<file path="src/rtl/sdw_pkg.sv">
package sdw_pkg;
   localparam int unsigned SDW_BYTE_W = 8;

   typedef enum logic [1:0] {
      SDW_NO_COMMIT   = 2'd0,
      SDW_STORE_SLOT  = 2'd1,
      SDW_IDLE_SLOT   = 2'd2
   } sdw_commit_e;
endpackage

</file>
<file path="src/rtl/sdw_pend_reg.sv">
module sdw_pend_reg #(
   parameter int unsigned ADDR_W = 8,
   parameter int unsigned DATA_W = 32
) (
   input  logic                  clk,
   input  logic                  rst_n,
   input  logic                  park_new,
   input  logic                  fold_in,
   input  logic                  empty_out,
   input  logic [ADDR_W-1:0]     new_addr,
   input  logic [DATA_W/8-1:0]   new_be,
   input  logic [DATA_W-1:0]     new_data,
   output logic                  slot_v,
   output logic [ADDR_W-1:0]     slot_addr,
   output logic [DATA_W/8-1:0]   slot_be,
   output logic [DATA_W-1:0]     slot_data
);
   import sdw_pkg::*;
   localparam int unsigned NB = DATA_W / SDW_BYTE_W;

   logic [DATA_W-1:0] folded;

   for (genvar b = 0; b < NB; b++) begin : g_fold
      assign folded[b*SDW_BYTE_W +: SDW_BYTE_W] = new_be[b]
         ? new_data[b*SDW_BYTE_W +: SDW_BYTE_W]
         : slot_data[b*SDW_BYTE_W +: SDW_BYTE_W];
   end

   always_ff @(posedge clk or negedge rst_n) begin
      if (!rst_n) begin
         slot_v    <= 1'b0;
         slot_addr <= '0;
         slot_be   <= '0;
         slot_data <= '0;
      end else if (fold_in) begin
         slot_be   <= slot_be | new_be;
         slot_data <= folded;
      end else if (park_new) begin
         slot_v    <= 1'b1;
         slot_addr <= new_addr;
         slot_be   <= new_be;
         slot_data <= new_data;
      end else if (empty_out) begin
         slot_v    <= 1'b0;
      end
   end
endmodule

</file>
<file path="src/rtl/sdw_port_mux.sv">
module sdw_port_mux #(
   parameter int unsigned ARR_AW = 3,
   parameter int unsigned DATA_W = 32
) (
   input  logic                  commit,
   input  logic                  rd_req,
   input  logic [ARR_AW-1:0]     slot_arr_addr,
   input  logic [ARR_AW-1:0]     req_arr_addr,
   input  logic [DATA_W/8-1:0]   slot_be,
   input  logic [DATA_W-1:0]     slot_data,
   output logic                  arr_en,
   output logic                  arr_we,
   output logic [ARR_AW-1:0]     arr_addr,
   output logic [DATA_W/8-1:0]   arr_be,
   output logic [DATA_W-1:0]     arr_wdata
);
   always_comb begin
      arr_en    = commit | rd_req;
      arr_we    = commit;
      arr_addr  = commit ? slot_arr_addr : req_arr_addr;
      arr_be    = commit ? slot_be : '0;
      arr_wdata = slot_data;
   end
endmodule

</file>
<file path="src/rtl/sdw_ld_bypass.sv">
module sdw_ld_bypass #(
   parameter int unsigned DATA_W = 32
) (
   input  logic                  clk,
   input  logic                  rst_n,
   input  logic                  ld_take,
   input  logic                  ld_match,
   input  logic [DATA_W/8-1:0]   slot_be,
   input  logic [DATA_W-1:0]     slot_data,
   input  logic [DATA_W-1:0]     arr_rdata,
   output logic                  ld_valid,
   output logic [DATA_W-1:0]     ld_data
);
   import sdw_pkg::*;
   localparam int unsigned NB = DATA_W / SDW_BYTE_W;

   logic [NB-1:0]     cap_mask;
   logic [DATA_W-1:0] cap_data;

   always_ff @(posedge clk or negedge rst_n) begin
      if (!rst_n) begin
         ld_valid <= 1'b0;
         cap_mask <= '0;
         cap_data <= '0;
      end else begin
         ld_valid <= ld_take;
         if (ld_take) begin
            cap_mask <= ld_match ? slot_be : '0;
            cap_data <= slot_data;
         end
      end
   end

   for (genvar b = 0; b < NB; b++) begin : g_lane
      assign ld_data[b*SDW_BYTE_W +: SDW_BYTE_W] = cap_mask[b]
         ? cap_data[b*SDW_BYTE_W +: SDW_BYTE_W]
         : arr_rdata[b*SDW_BYTE_W +: SDW_BYTE_W];
   end
endmodule

</file>
<file path="src/rtl/sdw_store_defer.sv">
module sdw_store_defer #(
   parameter int unsigned TAG_W  = 20,
   parameter int unsigned IDX_W  = 8,
   parameter int unsigned OFF_W  = 2,
   parameter int unsigned DATA_W = 32,
   localparam int unsigned ARR_AW = IDX_W + OFF_W,
   localparam int unsigned ADDR_W = TAG_W + ARR_AW,
   localparam int unsigned BE_W   = DATA_W / 8
) (
   input  logic               clk,
   input  logic               rst_n,
   input  logic               req_valid,
   input  logic               req_is_store,
   input  logic [ADDR_W-1:0]  req_addr,
   input  logic [BE_W-1:0]    req_be,
   input  logic [DATA_W-1:0]  req_wdata,
   input  logic               tag_hit,
   input  logic               drain_req,
   input  logic               refill_req,
   input  logic [IDX_W-1:0]   refill_idx,
   output logic               refill_gnt,
   output logic               ld_valid,
   output logic [DATA_W-1:0]  ld_data,
   output logic               arr_en,
   output logic               arr_we,
   output logic [ARR_AW-1:0]  arr_addr,
   output logic [BE_W-1:0]    arr_be,
   output logic [DATA_W-1:0]  arr_wdata,
   input  logic [DATA_W-1:0]  arr_rdata
);
   import sdw_pkg::*;

   if (DATA_W < SDW_BYTE_W || DATA_W % SDW_BYTE_W != 0) begin : g_bad_data
      $error("sdw_store_defer: DATA_W must be a whole number of bytes");
   end
   if (IDX_W < 1 || TAG_W < 1) begin : g_bad_addr
      $error("sdw_store_defer: TAG_W and IDX_W must be at least 1");
   end

   logic              pend_v;
   logic [ADDR_W-1:0] pend_addr;
   logic [BE_W-1:0]   pend_be;
   logic [DATA_W-1:0] pend_data;

   logic        is_st, is_ld, same_word, st_hit, fold, line_clash;
   sdw_commit_e commit_src;

   always_comb begin
      is_st      = req_valid & req_is_store;
      is_ld      = req_valid & ~req_is_store;
      same_word  = pend_v & (req_addr == pend_addr);
      st_hit     = is_st & tag_hit;
      fold       = st_hit & same_word;
      line_clash = pend_v & (pend_addr[ARR_AW-1:OFF_W] == refill_idx);
      if (is_st && pend_v && !fold)
         commit_src = SDW_STORE_SLOT;
      else if (!req_valid && pend_v && (drain_req || (refill_req && line_clash)))
         commit_src = SDW_IDLE_SLOT;
      else
         commit_src = SDW_NO_COMMIT;
      refill_gnt = refill_req & ~req_valid & ~line_clash;
   end

   sdw_pend_reg #(.ADDR_W(ADDR_W), .DATA_W(DATA_W)) pend_i (
      .clk       (clk),
      .rst_n     (rst_n),
      .park_new  (st_hit),
      .fold_in   (fold),
      .empty_out (commit_src != SDW_NO_COMMIT),
      .new_addr  (req_addr),
      .new_be    (req_be),
      .new_data  (req_wdata),
      .slot_v    (pend_v),
      .slot_addr (pend_addr),
      .slot_be   (pend_be),
      .slot_data (pend_data)
   );

   sdw_port_mux #(.ARR_AW(ARR_AW), .DATA_W(DATA_W)) mux_i (
      .commit        (commit_src != SDW_NO_COMMIT),
      .rd_req        (is_ld),
      .slot_arr_addr (pend_addr[ARR_AW-1:0]),
      .req_arr_addr  (req_addr[ARR_AW-1:0]),
      .slot_be       (pend_be),
      .slot_data     (pend_data),
      .arr_en        (arr_en),
      .arr_we        (arr_we),
      .arr_addr      (arr_addr),
      .arr_be        (arr_be),
      .arr_wdata     (arr_wdata)
   );

   sdw_ld_bypass #(.DATA_W(DATA_W)) byp_i (
      .clk       (clk),
      .rst_n     (rst_n),
      .ld_take   (is_ld),
      .ld_match  (same_word),
      .slot_be   (pend_be),
      .slot_data (pend_data),
      .arr_rdata (arr_rdata),
      .ld_valid  (ld_valid),
      .ld_data   (ld_data)
   );
endmodule

</file>
<file path="config.mk">
export PLATFORM = sky130hd
export DESIGN_NAME = sdw_store_defer
export DESIGN_NICKNAME = d
export VERILOG_FILES = /design/src/rtl/sdw_pkg.sv /design/src/rtl/sdw_pend_reg.sv /design/src/rtl/sdw_port_mux.sv /design/src/rtl/sdw_ld_bypass.sv /design/src/rtl/sdw_store_defer.sv
export SDC_FILE = /design/constraint.sdc
export NUM_CORES = 1
export LEC_CHECK = 0
export ABC_AREA = 1
export ABC_CLOCK_PERIOD_IN_PS = 2800
export BUFFER_PORTS_ARGS = -buffer_cell sky130_fd_sc_hd__clkbuf_2
export CAP_MARGIN = 20
export CORE_ASPECT_RATIO = 0.7
export CORE_MARGIN = 1
export CORE_UTILIZATION = 55
export DETAILED_ROUTE_END_ITERATION = 10
export GPL_TIMING_DRIVEN = 0
export HOLD_SLACK_MARGIN = 0.06
export PLACE_DENSITY = 0.86
export SETUP_SLACK_MARGIN = 0.1
export SYNTH_ARGS = -nofsm -noshare
export SYNTH_HDL_FRONTEND = slang
export SYNTH_HIERARCHICAL = 1
export SYNTH_SLANG_ARGS = --single-unit
</file>
<file path="constraint.sdc">
create_clock -name clk -period 2.8 [get_ports clk]
set_input_delay 0.56 -clock clk [delete_from_list [all_inputs] [get_ports clk]]
set_output_delay 0.56 -clock clk [all_outputs]
set_load 0.005 [all_outputs]
</file>
Word level (Yosys, flattened, before mapping)
Index checks and enable logic that the tools add are counted.
W data, S select, Z words.
{"block": "op_classes", "eq_ne": 6, "bitwise": 14, "muxes": 19, "n_reduce_logical": 17}
{"op": "$mux W32", "n": 2}
{"op": "$mux W8", "n": 8}
{"op": "$eq A30 B30 Y1", "n": 1}
{"op": "$mux W4", "n": 4}
{"op": "$reduce_and A2 Y1", "n": 6}
{"op": "$mux W10", "n": 1}
{"op": "$and A1 B1 Y1", "n": 8}
{"op": "$eq A8 B8 Y1", "n": 1}
{"op": "$ne A2 B2 Y1 const B", "n": 4}
{"op": "$reduce_bool A2 Y1", "n": 3}
{"op": "$logic_and A1 B1 Y1", "n": 5}
{"op": "$mux W2", "n": 2}
{"op": "$not A1 Y1", "n": 4}
{"op": "$or A4 B4 Y4", "n": 1}
{"op": "$logic_not A1 Y1", "n": 2}
{"op": "$mux W1", "n": 2}
{"op": "$logic_or A1 B1 Y1", "n": 1}
{"op": "$or A1 B1 Y1", "n": 1}
{"block": "totals", "regBits": 104, "out_inout_bits": 82, "word_cells": 66, "input_bits": 113}

Logic depth before layout (Yosys ltp)
{"block": "logic_depth", "depth_word": 10, "mapped_depth": 16, "ltp_nobuf": 14}

Hierarchy
Netlist, hierarchy kept.
{"module": "sdw_pend_reg", "seq_area_each_um2": 1676.6, "area_each_um2": 2735.1, "instances": 1, "cells_each": 299}
{"module": "sdw_ld_bypass", "seq_area_each_um2": 925.9, "area_each_um2": 1839.3, "instances": 1, "cells_each": 257}
{"module": "sdw_store_defer", "seq_area_each_um2": 0.0, "area_each_um2": 992.2, "instances": 1, "cells_each": 237}
{"module": "sdw_port_mux", "seq_area_each_um2": 0.0, "area_each_um2": 426.7, "instances": 1, "cells_each": 75}

Least setup slack after synthesis
No wires, ideal clock.
{"block": "synth_path", "kind": "input to output", "start": "input req_addr[29]", "end": "output arr_en", "n_path_buf": 1, "slack_ns": 0.663, "t_required_ns": 2.240, "t_arrival_ns": 1.577, "path_stages": 11, "cell_sequence": "inv_1 -> nand2_1 -> nand2_1 -> nor3_1 -> nand2_1 -> nor2_1 -> nand3_1 -> nand2_1 -> nand2_1 -> buf_6 -> or2_1"}
{"block": "synth_between", "elab_chain_cells": 8}
{"element": "start, declared", "line_no": "sdw_store_defer.sv:14", "text": "input logic [ADDR_W-1:0] req_addr,"}
{"element": "$eq A30 B30 Y1", "line_no": "sdw_store_defer.sv:51", "text": "same_word = pend_v & (req_addr == pend_addr);"}
{"element": "$and A1 B1 Y1", "line_no": "sdw_store_defer.sv:51"}
{"element": "$and A1 B1 Y1", "line_no": "sdw_store_defer.sv:53", "text": "fold = st_hit & same_word;"}
{"element": "$logic_not A1 Y1", "line_no": "sdw_store_defer.sv:55", "text": "if (is_st && pend_v && !fold)"}
{"element": "$logic_and A1 B1 Y1", "line_no": "sdw_store_defer.sv:55"}
{"element": "$mux W2", "line_no": "sdw_store_defer.sv:55"}
{"element": "$reduce_bool A2 Y1", "line_no": "sdw_store_defer.sv:80", "text": ".commit (commit_src != SDW_NO_COMMIT),"}
{"element": "$or A1 B1 Y1", "line_no": "sdw_port_mux.sv:18", "text": "arr_en = commit | rd_req;"}
{"element": "end, declared", "line_no": "sdw_store_defer.sv:24", "text": "output logic arr_en,"}
No other way between the ends.

Worst setup path in the final report
{"block": "layout_path", "start": "register pend_i.slot_addr[15]", "end": "output arr_en"}
{"block": "layout_between", "elab_chain_cells": 8}
{"element": "start, declared", "line_no": "sdw_pend_reg.sv:14", "text": "output logic [ADDR_W-1:0] slot_addr,"}
{"element": "start signal, assigned", "line_no": "sdw_pend_reg.sv:40", "text": "slot_addr <= new_addr;"}
{"element": "$eq A30 B30 Y1", "line_no": "sdw_store_defer.sv:51"}
{"element": "$and A1 B1 Y1", "line_no": "sdw_store_defer.sv:51"}
{"element": "$and A1 B1 Y1", "line_no": "sdw_store_defer.sv:53"}
{"element": "$logic_not A1 Y1", "line_no": "sdw_store_defer.sv:55"}
{"element": "$logic_and A1 B1 Y1", "line_no": "sdw_store_defer.sv:55"}
{"element": "$mux W2", "line_no": "sdw_store_defer.sv:55"}
{"element": "$reduce_bool A2 Y1", "line_no": "sdw_store_defer.sv:80"}
{"element": "$or A1 B1 Y1", "line_no": "sdw_port_mux.sv:18"}
No other way between the ends.

==> metrics.md <==
| Metric | Value |
|---|---|
| Ratio of cells with drive above 1 in the final layout | `0.3475` |
| Clock Power Share | `0.288` |
| Cell accounting for the most synthesized area | `dfrtp_1` |
| Reg2Reg Capture Point | `pend_i/slot_addr[4]` |
| DRT Wirelength | `18,120 um` |
| Residual DRC count | `0` |
| EDFF count, synth | `0` |
| Areal power density over the cells | `558.7 nW/um^2` |
| TritonCTS buffer count | `9` |
| DP HPWL | `13,060 um` |
| Number of detailed-route iterations in the first pass | `5` |
| Post-Synthesis Mean Instance Area | `6.905 um^2` |
| Final antenna-violating net count | `0` |
| Starting Density | `0.5723` |
| Post-Synthesis Cell Area | `5993 um^2` |
| Unrepaired setup endpoints after global routing | `true` |
| Final cycle utilization of the critical path | `0.9891` |
| Post-route minimum period | `2.769 ns` |
| Worst setup slack for register-to-register paths | `0.13 ns` |
| Detailed-route wire length per cell | `14.62 um` |
| Post-placement cell count | `1,195` |
| Largest net degree at the start of global routing | `65` |
| R2R cell count | `22` |
| Maximum fanout count along the critical path | `5` |
| Worst EP required | `2.24 ns` |
| Actual slew at the worst max-slew pin | `0.8901 ns` |
| Int Pwr | `3.056 mW` |
| Arrival time at the worst endpoint | `2.21 ns` |
| Core Box Area | `10,470 um^2` |
| Cell types occupying the most area after synthesis | `dfrtp_1 43%, nand2_1 29%, nand3_1 6.1%` |
| Setup crit start kind | `register` |
| Crit Path Category | `reg -> out` |
| Vias post-DR | `6,337` |
| Leakage | `4.870 nW` |
| Hold violation total from the final report | `0` |
| Kind of capture point of the worst setup path | `output pin` |
| Number of global-route vias before repair | `5,432` |
| Total Nets Final | `1,216` |
| Number of nets produced by synthesis | `981` |
| Top Ports | `195` |
| Final Slew Violations | `0` |
| Height of the chip | `89.34 um` |
| Count of H-tree levels built during CTS | `3` |
| Deepest clock path buffer count | `2` |
| Proportion of power drawn by combinational gates | `0.277` |
| Part of the total power dissipated in sequential elements | `0.435` |
| Layout Skew | `0.01304 ns` |
| Start of the worst register-to-register path | `pend_i/slot_addr[9]` |
| Area growth syn-to-layout | `34.05%` |
| Number of vias per cell | `5.110` |
| Core occupancy in the finished layout | `0.7671` |
| Starting DRT DRC Count | `644` |
| Area share of the largest cell type after synthesis | `0.4342` |
| Achievable frequency | `0.3611 GHz` |
| First-pass GRT wire length | `26,700 um` |
| Dominant register cell in the synthesized netlist | `dfrtp_1` |
| Full die area | `11,320 um^2` |
| Port Buf Inserts | `194` |
| Total of warnings raised by yosys | `6` |
| Type of the most critical hold path | `in -> async` |
| Run status | `finished, final reports clean` |
| Global-route total usage across every layer | `0.3133` |
| Clock-pin slew reported for the worst setup and hold paths after clock tree synthesis | `0.07 ns` |
| Cell variety after synth | `25` |
| Most repeated cell in the gate-level netlist after synthesis | `nand2_1` |
| Number of sinks handled by clock tree synthesis | `104` |
| Total inserted antenna cells | `0` |
| Clock latency reported for the late side of the worst-skew pair | `0.35 ns` |
| Number of violations of the max-capacitance limit | `0` |
| Max-slew headroom | `0.4066` |
| Register bit count reported by yosys | `104` |
| Async set or reset register ratio after synthesis | `1.000` |
| Number of failing setup endpoints in the final timing report | `0` |
| Proportion of synthesized chip area in sequential cells | `0.4342` |
| TritonCTS clock tree | `yes` |
| IR Drop Worst-Case VDD | `0.3755 mV` |
| Clock tree root buffer cell | `clkbuf_16` |
| Die Wd | `126.8 um` |
| Routability cong. | `0.9984` |
| Mapped Cells | `868` |
| Sw Ratio | `0.3192` |
| Final global-route overflow total | `0` |
| Number of core rows | `31` |
| Cell types with the highest counts after synthesis | `463 x nand2_1, 104 x dfrtp_1, 75 x inv_1, 73 x nand3_1, 37 x buf_4` |
| Cell Count, Final, Fillers Out | `1,240` |
| Net Switching | `1.433 mW` |
| Initial antenna violation count | `0` |
==> what timing repair did <==
action,CTS,global route
hold buffers,0,0
gates resized for setup,16,91
pin swaps,12,38
buffers inserted,18,11
endpoints found under the setup margin,15,83
cloned,1,2
==> power by group through the flow <==
stage	sequential [mW]	combinational, mW	clock, mW
floorplan	1.91	0.655	0
global placement	1.95	1.02	0
detailed placement	1.96	1.05	0
CTS	1.94	1.16	1.31
global route	1.98	1.37	1.37
finish	1.95	1.24	1.29
==> cells in the final DEF (no fill, tap or decap), types with 2 or more instances in the layout <==
master and count:
buf_12 7, inv_2 11, nor2_2 4, nand3_1 73, xnor2_1 3, buf_4 59
nor2_1 29, nand2_2 49, buf_6 18, xor2_1 2, clkbuf_2 188, dfrtp_1 100
clkinv_4 3, xnor2_2 5, buf_2 6, buf_8 3, nand2_4 7, dfrtp_2 4
inv_8 3, nand2_1 427, inv_1 65, o21ai_0 7, clkbuf_16 11, nand4_1 8
nor3_1 2
==> worst max-delay path: stages, from the launching register on <==
cell	delay, ns
dfrtp_1	0.40
inv_1	0.07
nand2_2	0.09
nand2_1	0.06
inv_1	0.05
nand2_1	0.04
nor2_1	0.09
nand2_1	0.09
nor2_1	0.16
nand3_1	0.09
nand2_1	0.09
nand2_2	0.06
buf_6	0.14
buf_6	0.12
or2_1	0.20
clkbuf_2	0.11
==> logic make-up (layout without fill, tap and decap cells) <==
kind of cell,count (synthesis),count (layout),synth area share
AND/OR/NAND/NOR,605,605,0.4096
buffers and inverters,139,379,0.1330
flip-flops,104,104,0.4342
AO/OA/AOI/OAI,10,10,0.008560
XOR/XNOR,10,10,0.01461
==> registers in the layout, indices dropped and copies added (netlist names) <==
signal / count
pend_i/slot_data: 32
pend_i/slot_v: 1
pend_i/slot_be: 4
byp_i/ld_valid: 1
byp_i/cap_data: 32
byp_i/cap_mask: 4
pend_i/slot_addr: 30
==> metrics by stage <==
stage	hold WS, ns	power (mW)	cell area [um^2]	TNS, ns	setup slack, ns
6_report	0.3498	4.488	8034	0	0.03061
5_1_grt	0.4243	4.728	8034	-0.7015	-0.08214
4_1_cts	0.3844	4.406	7682	0	0.05473
3_5_place_dp	0.4580	3.013	7152	0	0.03577
3_3_place_gp	0.4544	2.974	7129	-22.30	-0.2231
2_1_floorplan	0.2644	2.565	5993	0	0.6626
==> final cells by class <==
type / count / area (um^2)
well taps: 132 / 165.2
flip-flops and latches: 104 / 2608
plain buffers: 59 / 541.8
fillers: 808 / 2439
multi-input cells: 625 / 2783
clock buffers: 10 / 229.0
repair buffers: 225 / 1318
clock inverters: 6 / 76.32
inverters: 79 / 314.1
==> worst max path at each step <==
stage	slack, ns	to	startpoint
2_1_floorplan	0.66	arr_en	req_addr[29]
3_3_place_gp	-0.22	byp_i/cap_data[28]	rst_n
3_5_place_dp	0.04	arr_addr[2]	req_addr[12]
4_1_cts	0.05	arr_addr[8]	pend_i/slot_addr[9]
5_1_grt	-0.08	arr_en	pend_i/slot_addr[13]
6_report	0.03	arr_en	pend_i/slot_addr[15]
==> metal layers <==
metal | GRT usage | routed length [um]
met1 | 0.4480 | 7982
met5 | 0 | 0
met3 | 0.07062 | 1710
met2 | 0.4887 | 8151
met4 | 0.07792 | 278
No activity file was read; power rests on OpenSTA's default activity.
